### src/rtl/idxw_pkg.sv
package idxw_pkg;
  localparam int unsigned WIN_AW = 12;
  localparam int unsigned DW     = 32;
  localparam int unsigned NLANE  = DW / 8;

  localparam logic [WIN_AW-1:0] OFF_M_RADDR = 12'h40C;
  localparam logic [WIN_AW-1:0] OFF_M_WADDR = 12'h410;
  localparam logic [WIN_AW-1:0] OFF_M_WDAT  = 12'h418;
  localparam logic [WIN_AW-1:0] OFF_M_RDAT  = 12'h41C;
  localparam logic [WIN_AW-1:0] OFF_P_WADDR = 12'h444;
  localparam logic [WIN_AW-1:0] OFF_P_RADDR = 12'h448;
  localparam logic [WIN_AW-1:0] OFF_P_WDAT  = 12'h44C;
  localparam logic [WIN_AW-1:0] OFF_P_RDAT  = 12'h450;

  // peripheral address word: offset [15:0], size-1 [25:24]
  localparam logic [DW-1:0] P_ADDR_KEEP = 32'h0300_FFFF;
  localparam int unsigned   P_SIZE_LSB  = 24;

  typedef enum logic [3:0] {
    SEL_NONE,
    SEL_M_RADDR,
    SEL_M_WADDR,
    SEL_M_WDAT,
    SEL_M_RDAT,
    SEL_P_WADDR,
    SEL_P_RADDR,
    SEL_P_WDAT,
    SEL_P_RDAT
  } win_sel_e;

  function automatic win_sel_e win_decode(input logic [WIN_AW-1:0] a);
    win_sel_e s;
    case (a)
      OFF_M_RADDR: s = SEL_M_RADDR;
      OFF_M_WADDR: s = SEL_M_WADDR;
      OFF_M_WDAT:  s = SEL_M_WDAT;
      OFF_M_RDAT:  s = SEL_M_RDAT;
      OFF_P_WADDR: s = SEL_P_WADDR;
      OFF_P_RADDR: s = SEL_P_RADDR;
      OFF_P_WDAT:  s = SEL_P_WDAT;
      OFF_P_RDAT:  s = SEL_P_RDAT;
      default:     s = SEL_NONE;
    endcase
    return s;
  endfunction

  function automatic logic is_data_sel(input win_sel_e s);
    return (s == SEL_M_WDAT) || (s == SEL_M_RDAT) ||
           (s == SEL_P_WDAT) || (s == SEL_P_RDAT);
  endfunction

  function automatic logic [NLANE-1:0] lane_en(input logic [1:0] sz);
    logic [NLANE-1:0] be;
    for (int i = 0; i < NLANE; i++) be[i] = (i <= int'(sz));
    return be;
  endfunction

  function automatic logic [DW-1:0] lane_mask(input logic [NLANE-1:0] be);
    logic [DW-1:0] m;
    for (int i = 0; i < NLANE; i++) m[i*8 +: 8] = {8{be[i]}};
    return m;
  endfunction
endpackage

### src/rtl/idxw_ptr.sv
module idxw_ptr #(
  parameter int unsigned   W    = 32,
  parameter int unsigned   STEP = 4,
  parameter logic [W-1:0]  KEEP = '1
) (
  input  logic         clk_i,
  input  logic         rst_ni,
  input  logic         load_i,
  input  logic [W-1:0] load_val_i,
  input  logic         step_i,
  output logic [W-1:0] q_o
);
  logic [W-1:0] q;

  generate
    if (STEP == 0) begin : g_fixed
      logic unused_step;
      assign unused_step = step_i;
      always_ff @(posedge clk_i or negedge rst_ni) begin
        if (!rst_ni)     q <= '0;
        else if (load_i) q <= load_val_i & KEEP;
      end
    end else begin : g_step
      always_ff @(posedge clk_i or negedge rst_ni) begin
        if (!rst_ni)      q <= '0;
        else if (load_i)  q <= load_val_i & KEEP;
        else if (step_i)  q <= q + W'(STEP);
      end
    end
  endgenerate

  assign q_o = q;
endmodule

### src/rtl/idxw_mem.sv
module idxw_mem #(
  parameter int unsigned WORDS = 64,
  parameter int unsigned DW    = 32,
  parameter int unsigned IW    = $clog2(WORDS)
) (
  input  logic          clk_i,
  input  logic          rst_ni,
  input  logic          we_i,
  input  logic [IW-1:0] widx_i,
  input  logic [DW-1:0] wdata_i,
  input  logic [IW-1:0] ridx_i,
  output logic [DW-1:0] rdata_o
);
  logic [DW-1:0] mem_q [WORDS];

  for (genvar i = 0; i < WORDS; i++) begin : g_word
    always_ff @(posedge clk_i or negedge rst_ni) begin
      if (!rst_ni)                            mem_q[i] <= '0;
      else if (we_i && (widx_i == IW'(i)))    mem_q[i] <= wdata_i;
    end
  end

  assign rdata_o = mem_q[ridx_i];
endmodule

### src/rtl/idxw_prph.sv
module idxw_prph #(
  parameter int unsigned REGS  = 16,
  parameter int unsigned NLANE = 4,
  parameter int unsigned IW    = $clog2(REGS)
) (
  input  logic               clk_i,
  input  logic               rst_ni,
  input  logic               we_i,
  input  logic [IW-1:0]      widx_i,
  input  logic [NLANE-1:0]   wbe_i,
  input  logic [NLANE*8-1:0] wdata_i,
  input  logic [IW-1:0]      ridx_i,
  output logic [NLANE*8-1:0] rdata_o
);
  logic [NLANE-1:0][7:0] reg_q [REGS];

  for (genvar r = 0; r < REGS; r++) begin : g_reg
    for (genvar b = 0; b < NLANE; b++) begin : g_lane
      always_ff @(posedge clk_i or negedge rst_ni) begin
        if (!rst_ni)
          reg_q[r][b] <= '0;
        else if (we_i && wbe_i[b] && (widx_i == IW'(r)))
          reg_q[r][b] <= wdata_i[b*8 +: 8];
      end
    end
  end

  assign rdata_o = reg_q[ridx_i];
endmodule

### src/rtl/idxw_top.sv
module idxw_top
  import idxw_pkg::*;
#(
  parameter int unsigned MEM_WORDS = 64,
  parameter int unsigned PRPH_REGS = 16
) (
  input  logic              clk_i,
  input  logic              rst_ni,
  input  logic              req_i,
  input  logic              we_i,
  input  logic [WIN_AW-1:0] addr_i,
  input  logic [DW-1:0]     wdata_i,
  input  logic              awake_i,
  output logic [DW-1:0]     rdata_o,
  output logic              rvalid_o,
  output logic              err_o
);
  localparam int unsigned MIW   = $clog2(MEM_WORDS);
  localparam int unsigned PIW   = $clog2(PRPH_REGS);
  localparam int unsigned WSTEP = DW / 8;

  win_sel_e sel;
  logic rd_req, wr_req, blocked;
  logic m_wr, m_rd, p_wr;
  logic [DW-1:0] m_rptr, m_wptr, p_rptr, p_wptr;
  logic [DW-1:0] mem_rdata, prph_rdata, rd_mux;
  logic [DW-1:0] rdata_q;
  logic rvalid_q, err_q;

  assign sel     = win_decode(addr_i);
  assign rd_req  = req_i && !we_i;
  assign wr_req  = req_i && we_i;
  assign blocked = req_i && is_data_sel(sel) && !awake_i;

  assign m_wr = wr_req && awake_i && (sel == SEL_M_WDAT);
  assign m_rd = rd_req && awake_i && (sel == SEL_M_RDAT);
  assign p_wr = wr_req && awake_i && (sel == SEL_P_WDAT);

  idxw_ptr #(.W(DW), .STEP(WSTEP)) u_m_rptr (
    .clk_i, .rst_ni,
    .load_i(wr_req && (sel == SEL_M_RADDR)), .load_val_i(wdata_i),
    .step_i(m_rd), .q_o(m_rptr)
  );

  idxw_ptr #(.W(DW), .STEP(WSTEP)) u_m_wptr (
    .clk_i, .rst_ni,
    .load_i(wr_req && (sel == SEL_M_WADDR)), .load_val_i(wdata_i),
    .step_i(m_wr), .q_o(m_wptr)
  );

  idxw_ptr #(.W(DW), .STEP(0), .KEEP(P_ADDR_KEEP)) u_p_rptr (
    .clk_i, .rst_ni,
    .load_i(wr_req && (sel == SEL_P_RADDR)), .load_val_i(wdata_i),
    .step_i(1'b0), .q_o(p_rptr)
  );

  idxw_ptr #(.W(DW), .STEP(0), .KEEP(P_ADDR_KEEP)) u_p_wptr (
    .clk_i, .rst_ni,
    .load_i(wr_req && (sel == SEL_P_WADDR)), .load_val_i(wdata_i),
    .step_i(1'b0), .q_o(p_wptr)
  );

  idxw_mem #(.WORDS(MEM_WORDS), .DW(DW)) u_mem (
    .clk_i, .rst_ni,
    .we_i(m_wr), .widx_i(m_wptr[MIW+1:2]), .wdata_i(wdata_i),
    .ridx_i(m_rptr[MIW+1:2]), .rdata_o(mem_rdata)
  );

  idxw_prph #(.REGS(PRPH_REGS), .NLANE(NLANE)) u_prph (
    .clk_i, .rst_ni,
    .we_i(p_wr), .widx_i(p_wptr[PIW+1:2]),
    .wbe_i(lane_en(p_wptr[P_SIZE_LSB +: 2])), .wdata_i(wdata_i),
    .ridx_i(p_rptr[PIW+1:2]), .rdata_o(prph_rdata)
  );

  always_comb begin
    case (sel)
      SEL_M_RADDR: rd_mux = m_rptr;
      SEL_M_WADDR: rd_mux = m_wptr;
      SEL_M_RDAT:  rd_mux = mem_rdata;
      SEL_P_RADDR: rd_mux = p_rptr;
      SEL_P_WADDR: rd_mux = p_wptr;
      SEL_P_RDAT:  rd_mux = prph_rdata & lane_mask(lane_en(p_rptr[P_SIZE_LSB +: 2]));
      default:     rd_mux = '0;
    endcase
    if (blocked) rd_mux = '1;
  end

  always_ff @(posedge clk_i or negedge rst_ni) begin
    if (!rst_ni) begin
      rdata_q  <= '0;
      rvalid_q <= 1'b0;
      err_q    <= 1'b0;
    end else begin
      rvalid_q <= rd_req;
      err_q    <= blocked;
      if (rd_req) rdata_q <= rd_mux;
    end
  end

  assign rdata_o  = rdata_q;
  assign rvalid_o = rvalid_q;
  assign err_o    = err_q;
endmodule

### config.mk
export PLATFORM = sky130hd
export DESIGN_NAME = idxw_top
export DESIGN_NICKNAME = d
export VERILOG_FILES = /design/src/rtl/idxw_pkg.sv /design/src/rtl/idxw_ptr.sv /design/src/rtl/idxw_mem.sv /design/src/rtl/idxw_prph.sv /design/src/rtl/idxw_top.sv
export SDC_FILE = /design/constraint.sdc
export NUM_CORES = 2
export LEC_CHECK = 0
export BUFFER_PORTS_ARGS = -buffer_cell sky130_fd_sc_hd__buf_2
export CORE_ASPECT_RATIO = 1.4
export CORE_UTILIZATION = 35
export CTS_BUF_LIST = sky130_fd_sc_hd__clkbuf_4
export DETAILED_ROUTE_END_ITERATION = 10
export SETUP_SLACK_MARGIN = 0.1
export SLEW_MARGIN = 20
export SYNTH_ARGS = -nofsm -noshare
export SYNTH_HDL_FRONTEND = slang
export SYNTH_HIERARCHICAL = 1
export SYNTH_SLANG_ARGS = --single-unit
export TNS_END_PERCENT = 50
### constraint.sdc
create_clock -name clk_i -period 3.81 [get_ports clk_i]
set_clock_uncertainty 0.1 [all_clocks]
set_input_delay 0.1905 -clock clk_i [delete_from_list [all_inputs] [get_ports clk_i]]
set_output_delay 0.1905 -clock clk_i [all_outputs]
set_load 0.005 [all_outputs]
## Word-level counts from Yosys, hierarchy flattened

Index checks and enable logic that the tools add are counted.

- $lt $le $gt $ge: 8
- Equal/unequal tests: 94
- Bitwise gates (word level): 3
- Reductions and logical operators: 153
- Add/sub/neg operators: 2
- Multiplexer cells: 13

Operators with widths:

| cell | number |
|---|---|
| $mux 32 | 9 |
| $bmux 32 s6 | 1 |
| $eq 6x6->1 const B | 32 |
| $pmux 32 s6 | 1 |
| $logic_and 1x1->1 | 144 |
| $bmux 32 s4 | 1 |
| $eq 12x11->1 const B | 8 |
| $eq 6x5->1 const B | 16 |
| $add 32x3->32 const B | 2 |
| $eq 6x4->1 const B | 8 |
| $eq 4x4->1 const B | 9 |
| $and 32x32->32 | 1 |
| $eq 4x3->1 const B | 8 |
| $pmux 4 s8 | 1 |
| $eq 6x3->1 const B | 4 |
| $eq 4x2->1 const B | 4 |
| $eq 6x2->1 const B | 2 |
| $eq 4x1->1 const B | 2 |
| $le 2x2->1 const A | 4 |
| $ge 7x7->1 const B | 1 |
| $not 6->7 | 1 |
| $eq 6x1->1 const B | 1 |
| $logic_not 6->1 | 1 |
| $ge 5x5->1 const B | 1 |
| other kinds (6) | 11 |

- Bits of input ports: 49
- Logic and storage cells: 408
- Output and inout port bits: 34
- Register bits: 2694

## Depth between registers and ports, before layout

- Depth in word-level cells: 9
- Depth in mapped cells: 14
- Mapped depth without buffers: 9

## Modules after synthesis

Netlist, hierarchy kept.

By module, submodules not included:

| module | area an instance (um^2) | sequential area each (um^2) | cells each | instances |
|---|---|---|---|---|
| idxw_mem | 92867.8 | 51249.2 | 5866 | 1 |
| idxw_prph | 23186.0 | 12812.3 | 1438 | 1 |
| idxw_ptr (u_m_rptr ...) | 1820.5 | 800.8 | 200 | 2 |
| idxw_top | 2976.6 | 850.8 | 354 | 1 |
| idxw_ptr (u_p_rptr ...) | 830.8 | 450.4 | 53 | 2 |

## Worst setup path after synthesis

Ideal clock, no wire load.

- Kind: in2reg
- From: input addr_i[4]
- To: register u_m_wptr.q[27], in the netlist u_m_wptr/q_o[27]
- Setup time: 82 ps
- Setup slack: 357 ps
- Cell stages on the path: 13
- Data required time: 3628 ps
- Arrival: 3271 ps
- Cells stage by stage: buf_4 > nor2b_2 > buf_4 > and2_2 > o21ai_0 > a211oi_1 > nor3b_1 > buf_6 > nand4_2 > buf_6 > or4b_4 > or4_1 > a31oi_1

- Word-level cells in the longest chain between the ends: 5
- Elaborated cells between the ends (all ways): 15

Ends and longest elaborated chain:

| element | RTL line | source |
|---|---|---|
| start, declared | idxw_top.sv:11 | `input logic [WIN_AW-1:0] addr_i,` |
| $eq 12x11->1 | idxw_pkg.sv:33 | `case (a)` |
| $pmux 4 s8 (*) | idxw_pkg.sv:33 |  |
| $eq 4x2->1 (*) | idxw_top.sv:35 | `assign m_wr = wr_req && awake_i && (sel == SEL_M_WDAT);` |
| $logic_and 1x1->1 (*) | idxw_top.sv:35 |  |
| via m_wr | idxw_top.sv:24 | `logic m_wr, m_rd, p_wr;` |
| $reduce_bool 2->1 (no line) (*) | - |  |
| end signal, assigned | idxw_ptr.sv:26 | `else if (load_i) q <= load_val_i & KEEP;` |
| end signal, assigned | idxw_ptr.sv:27 | `else if (step_i) q <= q + W'(STEP);` |
| end, declared | idxw_ptr.sv:13 | `logic [W-1:0] q;` |

The timed path passes the listed nets; every way through them passes the cells marked *.
A chain may end at the register's enable or synchronous reset.

## Worst setup path after layout

- From: input addr_i[8]
- To: register u_prph/reg_q[123] (netlist name)

- Word-level cells in the longest chain between the ends: 6
- Elaborated cells between the ends (all ways): 13

Ends and longest elaborated chain:

| element | RTL line | source |
|---|---|---|
| $eq 12x11->1 | idxw_pkg.sv:33 |  |
| $pmux 4 s8 (*) | idxw_pkg.sv:33 |  |
| $eq 4x3->1 (*) | idxw_top.sv:37 | `assign p_wr = wr_req && awake_i && (sel == SEL_P_WDAT);` |
| $logic_and 1x1->1 (*) | idxw_top.sv:37 |  |
| via p_wr | idxw_top.sv:24 |  |
| $logic_and 1x1->1 (*) (2 in a row) | idxw_prph.sv:22 | `else if (we_i && wbe_i[b] && (widx_i == IW'(r)))` |
| end signal, assigned by index | idxw_prph.sv:23 | `reg_q[r][b] <= wdata_i[b*8 +: 8];` |
| end, declared | idxw_prph.sv:15 | `logic [NLANE-1:0][7:0] reg_q [REGS];` |

Marks and branches as above.

==> summary.md <==
| Metric | Value |
|---|---|
| Die Wd | `506 um` |
| Total power | `54.0 mW` |
| Initial core utilization | `35.2%` |
| Worst slew pin tran | `1.18 ns` |
| Final Wtd Congestion | `0.865` |
| # clock sinks | `2694` |
| Worst-Skew Late Latency | `1.38 ns` |
| Pwr dens | `379 mW/mm2` |
| Die area | `0.358 mm2` |
| Post-DR wirelength/cell | `27.6 um` |
| Max IR drop VDD | `0.000240 V` |
| H-tree Lvls | `6` |
| Reg clk slew, reported paths | `0.07 ns` |
| Reg area | `0.0674 mm2` |
| Initial DRC Count | `5289` |
| Worst hold slack | `0.162 ns` |
| P_leak | `67.8 nW` |
| Final Critical Period | `3.81 ns` |
| # IOs | `83` |
| HPWL after DPL | `232000 um` |
| Die height | `707 um` |
| Hold Fails Final Rpt | `0` |
| Commonest non-fill, non-tap cell in the layout | `dfrtp_1` |
| Max-slew violation count | `0` |
| CP Class | `primary input to flop` |
| Total grt overflow | `0` |
| DR DRC count | `0` |
| CTS root buf | `clkbuf_4` |
| Drt pass-1 iters | `7` |
| Most frequent cells in the layout | `dfrtp_1 (2687), mux2_2 (2532), clkbuf_4 (924), mux4_2 (624), buf_4 (317)` |
| Required @ worst endpoint | `4.90 ns` |
| Syn-to-layout area delta | `14.6%` |
| Unrepaired setup endpoints after global routing | `true` |
| Tcrit/Tclk final | `100%` |
| Outcome | `finished with violations` |
| Violated checks | `negative setup slack` |
| CP endpoint kind | `flop` |
| GRT Resource Usage Total | `21.3%` |
| Share of layout cells above drive strength 1 | `53.5%` |
| Longest Clk Path Bufs | `4` |
| Core area | `0.353 mm2` |
| Fmax achieved | `262 MHz` |
| Filler Cells Inserted | `32500` |
| Synth Warn # | `6` |
| Fin nets | `8775` |
| Port-buffer cells | `82` |
| TritonCTS Buffers | `642` |
| Worst-path fanout max | `11` |
| Max_cap viols | `0` |
| Synth Instances | `8163` |
| Rel. slew slack | `21.4%` |
| Hold Crit Class | `primary input to flop` |
| Syn Std Cell Area | `0.124 mm2` |
| Mean post-synth cell area | `15.2 um2` |
| Vias in the first global route | `84600` |
| Final ANT Viol Nets | `0` |
| Placement Rows | `258` |
| Largest net degree at the start of global routing | `128` |
| Setup Viol. Count Final | `1` |
| Final Util | `40.4%` |
| CP Launch Type | `primary input` |
| TritonCTS clock tree | `yes` |
| Multi-input logic area | `0.0537 mm2` |
| Crit path DAT | `4.90 ns` |
| PnR worst setup slack | `-0.00263 ns` |
| Initial antenna violation count | `28` |
| First-pass GRT wire length | `568000 um` |
| Total wire length | `382000 um` |
| DR vias/cell | `5.57` |
| Via count | `77200` |
-- where the power goes --
part / switching, mW / total [mW] / internal, mW / leakage [nW]
Clock: 11.6 / 23.5 / 11.9 / 4.71
Combinational: 1.46 / 1.85 / 0.383 / 25.5
Sequential: 0.0452 / 28.7 / 28.6 / 37.6
Total: 13.1 / 54.0 / 41.0 / 67.8
-- through the flow --
step / area [um2] / worst slack (ns) / cells / setup TNS (ns)
5_1_grt: 143000 / -0.0182 / 13800 / -0.0453
4_1_cts: 142000 / 0.0424 / 13800 / 0
3_3_place_gp: 133000 / -0.117 / 12600 / -0.284
6_report: 143000 / -0.00263 / 13800 / -0.00263
2_1_floorplan: 124000 / 0.357 / 8192 / 0
3_5_place_dp: 133000 / -0.114 / 12600 / -0.967
-- registers in the layout, summed over array words and instances, names as in the netlist --
| register | flops |
|---|---|
| err_o | 1 |
| u_p_rptr/q_o | 18 |
| u_mem/mem_q | 2048 |
| rdata_o | 32 |
| u_m_wptr/q_o | 32 |
| u_p_wptr/q_o | 18 |
| u_m_rptr/q_o | 32 |
| rvalid_o | 1 |
| u_prph/reg_q | 512 |
-- final timing paths --
kind,start,to,slack (ns),cells after the start
setup / recovery,addr_i[8],u_prph/reg_q[123]$_DFFE_PN0P_,-0.003,14
hold / removal,wdata_i[0],u_prph/reg_q[224]$_DFFE_PN0P_,0.16,3
setup reg to reg,u_m_rptr/q_o[5]$_DFFE_PN0N_,rdata_o[19]$_DFFE_PN0P_,0.08,11
hold reg to reg,u_mem/mem_q[258]$_DFFE_PN0P_,u_mem/mem_q[258]$_DFFE_PN0P_,0.38,1
max in group asynchronous,rst_ni,u_prph/reg_q[2]$_DFFE_PN0P_,1.62,7
min in group asynchronous,rst_ni,u_mem/mem_q[118]$_DFFE_PN0P_,0.61,5
-- worst max-delay path, cell delays in order --
cell and delay (ns):
dlygate4sd3_1 0.55, buf_2 0.12, dlygate4sd3_1 0.59, nor4_4 0.20
and2_1 0.21, nand3_1 0.17, buf_4 0.18, dlygate4sd3_1 0.64
inv_1 0.09, and3_1 0.29, buf_4 0.26, nand4bb_1 0.41
nor2_2 0.58, mux2_2 0.40
-- layout make-up --
cell class,instances,share of cell area (%)
inverter,11,0.0316
clock buffer,924,4.87
tap,4680,4.11
multi-input combinational,4693,37.7
timing repair buffer,682,5.32
antenna,17,0.0298
clock inverter,146,0.651
sequential,2694,47.3
-- per-layer routing --
metal	GRT usage [%]	vias up	wire length (um)
li1	-	32000	-
met1	25.0	41800	146000
met2	36.9	2521	193000
met3	3.60	899	19800
met4	11.9	8	23100
met5	0	-	57
-- timing repair --
action | CTS | global route
pin swaps | 0 | 2
setup endpoints to repair | 5 | 257
gates resized for setup | 3 | 39
endpoints found under the hold margin | 5388 | 113
hold buffers | 139 | 6
buffers inserted | 1 | 10
cloned | 0 | 1
Power figures use the tool's default switching activity.
